$ cat config.mk
export PLATFORM = sky130hd
export DESIGN_NAME = macro_seq
export DESIGN_NICKNAME = d
export VERILOG_FILES = /design/src/rtl/macro_seq_pkg.sv /design/src/rtl/macro_seq_ctrl.sv /design/src/rtl/macro_seq_dp.sv /design/src/rtl/macro_seq.sv
export SDC_FILE = /design/constraint.sdc
export NUM_CORES = 1
export LEC_CHECK = 0
export ABC_AREA = 1
export CORE_MARGIN = 1.5
export CORE_UTILIZATION = 55
export CTS_CLUSTER_SIZE = 16
export DETAILED_ROUTE_END_ITERATION = 7
export DONT_BUFFER_PORTS = 1
export PLACE_DENSITY = 0.8
export RECOVER_POWER = 50
export SLEW_MARGIN = 25
export SYNTH_ARGS = -nofsm -noshare
export SYNTH_HDL_FRONTEND = slang
export SYNTH_HIERARCHICAL = 1
export SYNTH_SLANG_ARGS = --single-unit
$ cat constraint.sdc
create_clock -name clk -period 9.5 [get_ports clk]
set_clock_uncertainty 0.2 [all_clocks]
set_input_delay 1.9 -clock clk [delete_from_list [all_inputs] [get_ports clk]]
set_output_delay 1.9 -clock clk [all_outputs]
set_load 0.05 [all_outputs]
$ cat src/rtl/macro_seq_pkg.sv
package macro_seq_pkg;
  localparam int DATA_W = 32;
  localparam int MADDR_W = 12;
  localparam int STEP_W = 6;
  localparam logic [2:0] OP_BRANCH = 3'd7;

  typedef enum logic [2:0] {
    ASG_FETCH = 3'd0,
    ASG_MOVE = 3'd1,
    ASG_MOVE_ADDR = 3'd2,
    ASG_FETCH_SEND = 3'd3,
    ASG_MOVE_SEND = 3'd4,
    ASG_FETCH_ADDR = 3'd5,
    ASG_MOVE_ADDR_FETCH_SEND = 3'd6,
    ASG_MOVE_ADDR_SEND_HIGH = 3'd7
  } asgMode_e;

  typedef enum logic [1:0] {
    SEND_RESULT = 2'd0,
    SEND_PARAM = 2'd1,
    SEND_HIGH = 2'd2
  } sendSrc_e;

  typedef struct packed {
    logic loadArg;
    logic regWrite;
    logic writeParam;
    logic addrLoad;
    logic addrParam;
    logic send;
    sendSrc_e sendSrc;
  } dpStrobe_t;
endpackage

$ cat src/rtl/macro_seq_ctrl.sv
module macro_seq_ctrl
  import macro_seq_pkg::*;
#(
  parameter int PC_W = 8
) (
  input  logic clk,
  input  logic rstN,
  input  logic start,
  input  logic [DATA_W-1:0] instr,
  input  logic [DATA_W-1:0] opA,
  input  logic [PC_W:0] progLen,
  input  logic argValid,
  output logic argReady,
  output logic [PC_W-1:0] pc,
  output dpStrobe_t strb,
  output logic busy,
  output logic done
);
  logic isBranch, inRange, live, needFetch, stall, exec;
  logic jumpPend, exitPend, inSlot, takeBranch;
  logic [PC_W-1:0] jumpTarget, target;
  asgMode_e mode;
  logic unusedBits;

  assign unusedBits = ^{instr[3], instr[DATA_W-1:14+PC_W], instr[13:8]};
  assign isBranch = (instr[2:0] == OP_BRANCH);
  assign mode = asgMode_e'(instr[6:4]);
  assign inRange = ({1'b0, pc} < progLen);
  assign live = busy && !start && inRange;
  assign needFetch = !isBranch && (mode inside {ASG_FETCH, ASG_FETCH_SEND,
                                                ASG_FETCH_ADDR, ASG_MOVE_ADDR_FETCH_SEND});
  assign stall = live && needFetch && !argValid;
  assign exec = live && !stall;
  assign argReady = live && needFetch;
  assign inSlot = jumpPend || exitPend;
  assign takeBranch = isBranch && !inSlot && (instr[4] ? (opA != '0) : (opA == '0));
  assign target = pc + instr[14 +: PC_W];

  always_comb begin
    strb = '0;
    strb.sendSrc = SEND_RESULT;
    strb.loadArg = start;
    if (exec && !isBranch) begin
      strb.regWrite = 1'b1;
      case (mode)
        ASG_FETCH: strb.writeParam = 1'b1;
        ASG_MOVE: ;
        ASG_MOVE_ADDR: strb.addrLoad = 1'b1;
        ASG_FETCH_SEND: begin
          strb.writeParam = 1'b1;
          strb.send = 1'b1;
          strb.sendSrc = SEND_PARAM;
        end
        ASG_MOVE_SEND: strb.send = 1'b1;
        ASG_FETCH_ADDR: begin
          strb.writeParam = 1'b1;
          strb.addrLoad = 1'b1;
          strb.addrParam = 1'b1;
        end
        ASG_MOVE_ADDR_FETCH_SEND: begin
          strb.addrLoad = 1'b1;
          strb.send = 1'b1;
          strb.sendSrc = SEND_PARAM;
        end
        ASG_MOVE_ADDR_SEND_HIGH: begin
          strb.addrLoad = 1'b1;
          strb.send = 1'b1;
          strb.sendSrc = SEND_HIGH;
        end
        default: ;
      endcase
    end
  end

  always_ff @(posedge clk) begin
    if (!rstN) begin
      busy <= 1'b0;
      done <= 1'b0;
      pc <= '0;
      jumpPend <= 1'b0;
      exitPend <= 1'b0;
      jumpTarget <= '0;
    end else if (start) begin
      busy <= 1'b1;
      done <= 1'b0;
      pc <= '0;
      jumpPend <= 1'b0;
      exitPend <= 1'b0;
    end else if (busy && !inRange) begin
      busy <= 1'b0;
      done <= 1'b1;
      jumpPend <= 1'b0;
      exitPend <= 1'b0;
    end else if (exec) begin
      if (exitPend) begin
        busy <= 1'b0;
        done <= 1'b1;
        exitPend <= 1'b0;
        jumpPend <= 1'b0;
      end else if (jumpPend) begin
        pc <= jumpTarget;
        jumpPend <= 1'b0;
      end else if (takeBranch) begin
        if (instr[5]) begin
          pc <= target;
        end else begin
          pc <= pc + 1'b1;
          jumpPend <= 1'b1;
          jumpTarget <= target;
        end
      end else begin
        pc <= pc + 1'b1;
        exitPend <= instr[7];
      end
    end
  end
endmodule

$ cat src/rtl/macro_seq_dp.sv
module macro_seq_dp
  import macro_seq_pkg::*;
#(
  parameter int REG_N = 8
) (
  input  logic clk,
  input  logic rstN,
  input  dpStrobe_t strb,
  input  logic [DATA_W-1:0] instr,
  input  logic [DATA_W-1:0] startArg,
  input  logic [DATA_W-1:0] argData,
  input  logic [DATA_W-1:0] aluResult,
  output logic [DATA_W-1:0] opA,
  output logic [DATA_W-1:0] opB,
  output logic [MADDR_W-1:0] sendAddr,
  output logic [DATA_W-1:0] sendData
);
  localparam int IDX_W = $clog2(REG_N);

  logic [DATA_W-1:0] regs [REG_N];
  logic [IDX_W-1:0] dstIdx, aIdx, bIdx;
  logic [DATA_W-1:0] wrData, addrSrc;
  logic [MADDR_W-1:0] methAddr, effAddr;
  logic [STEP_W-1:0] methStep, effStep;
  logic unusedBits;

  assign unusedBits = ^{instr[DATA_W-1:17], instr[7:0]};
  assign dstIdx = instr[8 +: IDX_W];
  assign aIdx = instr[11 +: IDX_W];
  assign bIdx = instr[14 +: IDX_W];
  assign opA = (aIdx == '0) ? '0 : regs[aIdx];
  assign opB = (bIdx == '0) ? '0 : regs[bIdx];
  assign wrData = strb.writeParam ? argData : aluResult;
  assign addrSrc = strb.addrParam ? argData : aluResult;
  assign effAddr = strb.addrLoad ? addrSrc[MADDR_W-1:0] : methAddr;
  assign effStep = strb.addrLoad ? addrSrc[MADDR_W +: STEP_W] : methStep;
  assign sendAddr = effAddr;

  always_comb begin
    case (strb.sendSrc)
      SEND_PARAM: sendData = argData;
      SEND_HIGH: sendData = {{(DATA_W-STEP_W){1'b0}}, aluResult[MADDR_W +: STEP_W]};
      default: sendData = aluResult;
    endcase
  end

  always_ff @(posedge clk) begin
    if (!rstN) begin
      for (int i = 0; i < REG_N; i++) regs[i] <= '0;
      methAddr <= '0;
      methStep <= '0;
    end else if (strb.loadArg) begin
      regs[1] <= startArg;
      methAddr <= '0;
      methStep <= '0;
    end else begin
      if (strb.regWrite && dstIdx != '0) regs[dstIdx] <= wrData;
      if (strb.send) begin
        methAddr <= effAddr + MADDR_W'(effStep);
        methStep <= effStep;
      end else if (strb.addrLoad) begin
        methAddr <= effAddr;
        methStep <= effStep;
      end
    end
  end
endmodule

$ cat src/rtl/macro_seq.sv
module macro_seq
  import macro_seq_pkg::*;
#(
  parameter int PC_W = 8,
  parameter int REG_N = 8
) (
  input  logic clk,
  input  logic rstN,
  input  logic start,
  input  logic [31:0] startArg,
  input  logic [PC_W:0] progLen,
  output logic [PC_W-1:0] imemAddr,
  input  logic [31:0] imemData,
  input  logic argValid,
  output logic argReady,
  input  logic [31:0] argData,
  output logic [31:0] aluInstr,
  output logic [31:0] aluOpA,
  output logic [31:0] aluOpB,
  input  logic [31:0] aluResult,
  output logic sendValid,
  output logic [11:0] sendAddr,
  output logic [31:0] sendData,
  output logic busy,
  output logic done
);
  dpStrobe_t strb;

  assign aluInstr = imemData;
  assign sendValid = strb.send;

  macro_seq_ctrl #(.PC_W(PC_W)) ctrl_i (
    .clk(clk), .rstN(rstN), .start(start), .instr(imemData), .opA(aluOpA),
    .progLen(progLen), .argValid(argValid), .argReady(argReady), .pc(imemAddr),
    .strb(strb), .busy(busy), .done(done)
  );

  macro_seq_dp #(.REG_N(REG_N)) dp_i (
    .clk(clk), .rstN(rstN), .strb(strb), .instr(imemData), .startArg(startArg),
    .argData(argData), .aluResult(aluResult), .opA(aluOpA), .opB(aluOpB),
    .sendAddr(sendAddr), .sendData(sendData)
  );
endmodule

After elaboration in Yosys (flattened, before gate mapping)

Memories as Yosys holds them, arrays and structs flattened.
Index checks and enable logic that the tools add are counted.

Latch bits: 0
Memory bits (read-only): 0
Bits of input ports: 141
Bits in registers: 38
Bits in writable memories: 256
Memories kept: 1
Output and inout bits: 152
Logic and storage cells: 117

Shift operators: 0
$mul: 0
Bitwise logic cells: 7
Equal/unequal tests: 9
Mux-type cells: 47
Reductions and logical operators: 41
Add/sub/neg operators: 3
Div/mod/pow operators: 0
Magnitude comparators: 1

Memories:

| name      | depth | bits a word | rd ports | clocked after Yosys merged registers in | wr ports | line               | source |
|---|---|---|---|---|---|---|---|
| dp_i.regs | 8     | 32          | 2        | 0                                       | 8        | macro_seq_dp.sv:20 | `logic [DATA_W-1:0] regs [REG_N];` |

Operator list:

| operator              | count |
|---|---|
| $mux W32              | 5 |
| $pmux W32 S2          | 1 |
| $mux W12              | 3 |
| $logic_not A32 Y1     | 1 |
| $reduce_bool A32 Y1   | 1 |
| $reduce_or A32 Y1     | 1 |
| $mux W1               | 28 |
| $mux W8               | 3 |
| $mux W18              | 1 |
| $mux W6               | 3 |
| $eq A3 B3 Y1 const B  | 5 |
| $add A12 B6 Y12       | 1 |
| $logic_and A1 B1 Y1   | 11 |
| $logic_not A3 Y1      | 3 |
| $lt A8 B9 Y1          | 1 |
| $reduce_bool A3 Y1    | 3 |
| $add A8 B1 Y8 const B | 1 |
| $add A8 B8 Y8         | 1 |
| $reduce_or A4 Y1      | 2 |
| $mux W7               | 1 |
| $reduce_and A7 Y1     | 1 |
| $eq A3 B2 Y1 const B  | 2 |
| $logic_not A1 Y1      | 6 |
| $not A1 Y1            | 6 |
| other kinds (12)      | 17 |

Depth between registers and ports, before layout

Depth in word-level cells: 16
Depth in mapped cells: 29
Depth with buffers taken out: 26

Modules after synthesis

Netlist, hierarchy kept.

Modules (own cells, without submodules):

| module         | area an instance (um^2) | times used | seq. area each (um^2) | cells each |
|---|---|---|---|---|
| macro_seq_dp   | 15995.3                 | 1          | 8047.7                | 1887 |
| macro_seq_ctrl | 2060.7                  | 1          | 400.4                 | 337 |
| macro_seq      | 240.2                   | 1          | 0.0                   | 32 |

Worst setup path after synthesis

No wires, ideal clock.

Path type: input to output
Start point: input port progLen[6]
End point: output port sendData[11]
Cell stages on the path: 14
Buffers on the path: 2
Arrival: 5.254 ns
Data required time: 7.400 ns
Slack: 2.146 ns
Cells stage by stage: inv_1 -> ha_1 -> a21oi_1 -> o21a_1 -> nand4_2 -> nor2_8 -> nand2_1 -> nor4_1 -> inv_1 -> ha_1 -> buf_2 -> clkinv_1 -> clkbuf_1 -> o21ai_0

RTL lines:

| element     | line            | source |
|---|---|---|
| from (decl) | macro_seq.sv:11 | `input logic [PC_W:0] progLen,` |
| to (decl)   | macro_seq.sv:23 | `output logic [31:0] sendData,` |

==> impl_metrics.py <==
metrics = {
    "timing": {
        "relSlewSlack": -0.832,
        "maxSlewViolCount": 413,
        "setup_viol": 0,
        "hold_viol": 0,
        "fin_ws_ps": 1440,
        "fmax_ghz": 0.124,
        "min_period_ps": 8060,
        "fin_setup_tns_ps": 0,
        "fin_crit_sh": 0.849,
        "rsz0062_at_grt": "no",
        "worst_slew_pin_slew_ps": 2750,
    },
    "power_and_ir_drop": {
        "irDropWorstVdd_v": 0.000143,
        "pwr_density_cell_nw_per_um2": 167,
        "p_leak_uw": 0.00768,
    },
    "global_route": {
        "met3_usage": 0.0749,
        "grt.met1_usage": 0.432,
        "antenna_found_initial": 4,
        "use_met2": 0.574,
        "overflow": 0,
        "grt.total_usage": 0.345,
        "grt_first_pass_wirelength_mm": 90.2,
        "grt_pass1_vias": 16100,
        "busiest_layer": "met2",
        "grt_max_degree": 228,
    },
    "cts": {
        "h-tree-depth": 1,
        "clkSlewWorstSetupHoldPaths_ps": 60,
        "cts_post_setup_buffers_inserted": 0,
        "postCtsHoldBufs": 0,
        "cts-resized-gates": 0,
        "cts.path.max_buffers": 3,
        "clock_sinks": 294,
        "clk_latency_ps": 570,
        "cts_tree": "built",
        "cts-root-buf": "clkbuf_16",
        "numCtsBuffers": 30,
    },
    "place": {
        "placement.io_buffers": 0,
        "gp_congestion": 0.948,
        "dpl.hpwl_mm": 37.3,
        "dp_worst_setup_slack_ps": 1800,
        "place_area_sq_um": 18600,
    },
    "yosys": {
        "ys_warn_count": 6,
        "synth.yosys.seq_area_share": 0.462,
        "synth-seq-cells": 294,
        "syn_area_per_cell_sq_um": 8.11,
        "ys_types": 48,
        "synth_edf_count": 256,
        "netlist_area_sq_um": 18300,
        "ys.flop_type": "edfxtp_1",
        "synth_cells": 2256,
        "async_reset_ff_frac": 0,
    },
    "floorplanning": {
        "die-height_um": 185,
        "dieArea_sq_um": 34400,
        "coreArea_sq_um": 32600,
        "dieWidth_um": 185,
        "io_pins": 293,
        "rows": 66,
        "initial_core_util": 0.561,
    },
    "worst_setup_path": {
        "rr_worst_depth": 13,
        "crit_type": "input pin to output port",
        "critPathArrivalTime_ps": 5960,
        "r2r_setup_slack_ps": 2690,
        "r2r-end": "dp_i/regs[6][17]$_SDFFCE_PN0P_",
        "worstSetupStartpointType": "input pin",
        "end_kind": "output port",
        "path_cells": "inv_1, ha_1, a21oi_1, o21ai_0, nand2_1, nand4_1, nor2_1, nand2_1, nor4_1, ha_1, inv_1, o31ai_2",
        "slowest_stage": "o31ai_2",
        "worst-path-max-fanout": 18,
        "critical-path-max-stage-delay_ps": 940,
        "r2r_start": "ctrl_i/pc[1]$_SDFFE_PP0P_",
        "crit_required_ps": 7400,
    },
    "worst_hold_path": {
        "hold_start": "ctrl_i/jumpTarget[7]$_SDFFE_PN0P_",
        "whs_path_depth": 2,
        "holdCritPathClass": "flop to flop",
        "hold-path-endpoint": "ctrl_i/jumpTarget[7]$_SDFFE_PN0P_",
    },
    "run_status": {
        "outcome": "complete, but fails checks",
        "violations": "max-capacitance violations, max-slew violations",
    },
    "cells_and_area": {
        "seqCellArea_sq_um": 8450,
        "area_growth_pct": 6.89,
        "drive_gt1_frac": 0.103,
        "fin_nets": 2375,
        "final_cell_mix": "347 x o21ai_0, 346 x nor2_1, 267 x nand2_1, 256 x edfxtp_1, 204 x inv_1",
        "final_common_cell": "o21ai_0",
        "multi_input_area_sq_um": 8110,
        "fillers": 2804,
        "final_cell_area_sq_um": 19600,
    },
    "drt": {
        "drt_iter0_drc": 2253,
        "drc": 0,
        "viasPerCell": 6.22,
        "routed_wl_mm": 59.3,
        "drtPass1Iterations": 6,
        "wire_per_inst_um": 22.2,
        "antenna_left": 0,
        "vias": 16600,
    },
    "run": {
        "drv_cap": 16,
    },
}
## layout make-up
| cell class | count | share of cell area |
|---|---|---|
| flip-flops and latches | 294 | 0.432 |
| multi-input cells | 1584 | 0.415 |
| inverters | 215 | 0.0416 |
| clock buffers | 38 | 0.0410 |
| repair buffers | 84 | 0.0315 |
| well taps | 442 | 0.0283 |
| clock inverters | 17 | 0.0110 |
| diodes | 1 | 0.000128 |
## through the flow
stage	power (uW)	hold WS (ps)	instances	util
2_1_floorplan	1970	258	2287	-
3_3_place_gp	2040	278	2619	0.571
3_5_place_dp	2060	286	2619	0.572
4_1_cts	3270	298	2674	0.603
5_1_grt	3370	317	2675	0.600
6_report	3270	298	2675	0.600
## Yosys cell counts, types with 2 or more instances
cell type  count  share of area
a21oi_1      190          0.052
a31oi_1       64          0.022
buf_1          6         0.0012
buf_2         41          0.011
buf_4         39          0.016
buf_6         24          0.015
clkbuf_1      83          0.017
clkinv_1       2        0.00041
dfxtp_1       38          0.042
edfxtp_1     256           0.42
fa_1           2         0.0022
ha_1          23          0.016
inv_1        203          0.042
inv_2          7         0.0014
inv_4          2        0.00068
mux2i_1        6         0.0033
nand2_1      264          0.054
nand2_2       13         0.0044
nand2_4        5         0.0031
nand3_1       72          0.020
nand3_4        2         0.0019
nand4_1        7         0.0024
nor2_1       343          0.070
nor2_2        11         0.0038
nor2_4         3         0.0018
nor2_8         4         0.0044
nor3_1         6         0.0016
o211ai_1      66          0.027
o21a_1         2        0.00082
o21ai_0      340          0.093
o21ai_1       60          0.016
o21ai_2       29          0.014
o21bai_1       2        0.00082
o31ai_1       16         0.0066
or2_2          3         0.0010
xnor2_1        3         0.0014
xor2_1         8         0.0038
## metal layers
metal	wire [um]	vias up
met5	40	-
met2	27600	1145
met4	2400	6
li1	-	7612
met3	7630	188
met1	21600	7676
## power by group
part | internal [uW] | switching (uW) | total [uW]
Sequential | 1460 | 27.0 | 1490
Clock | 732 | 504 | 1240
Combinational | 137 | 413 | 551
## worst max-delay path by stage
stage | startpoint | to | slack, ps
2_1_floorplan | progLen[6] | sendData[11] | 2150
3_3_place_gp | progLen[6] | sendData[23] | 1960
3_5_place_dp | progLen[4] | sendData[24] | 1800
4_1_cts | progLen[4] | sendData[24] | 1800
5_1_grt | progLen[4] | sendData[10] | 1150
6_report | progLen[4] | sendData[24] | 1440
## cells by family after synthesis
logic type	count (synthesis)	synth area share
compound gates	770	0.234
xor+xnor	11	0.00527
fa+ha+maj	25	0.0179
buf+inv	409	0.106
flops	294	0.462
mux	6	0.00328
other cells	1	0.000205
simple gates	740	0.172
## flip-flops by register name, summed over array words and instances, names as in the netlist
register,cells
ctrl_i/busy,1
ctrl_i/done,1
ctrl_i/exitPend,1
ctrl_i/jumpPend,1
ctrl_i/jumpTarget,8
ctrl_i/pc,8
dp_i/methAddr,12
dp_i/methStep,6
dp_i/regs,256
## worst max-delay path: cells and delay by family
kind / cells / cell delay, ps
and+or+nand+nor: 5 / 1330
AOI/OAI and AO/OA: 3 / 1210
adders and majority gates: 2 / 930
buffers and inverters: 2 / 570
No activity file was read; power rests on OpenSTA's default activity.
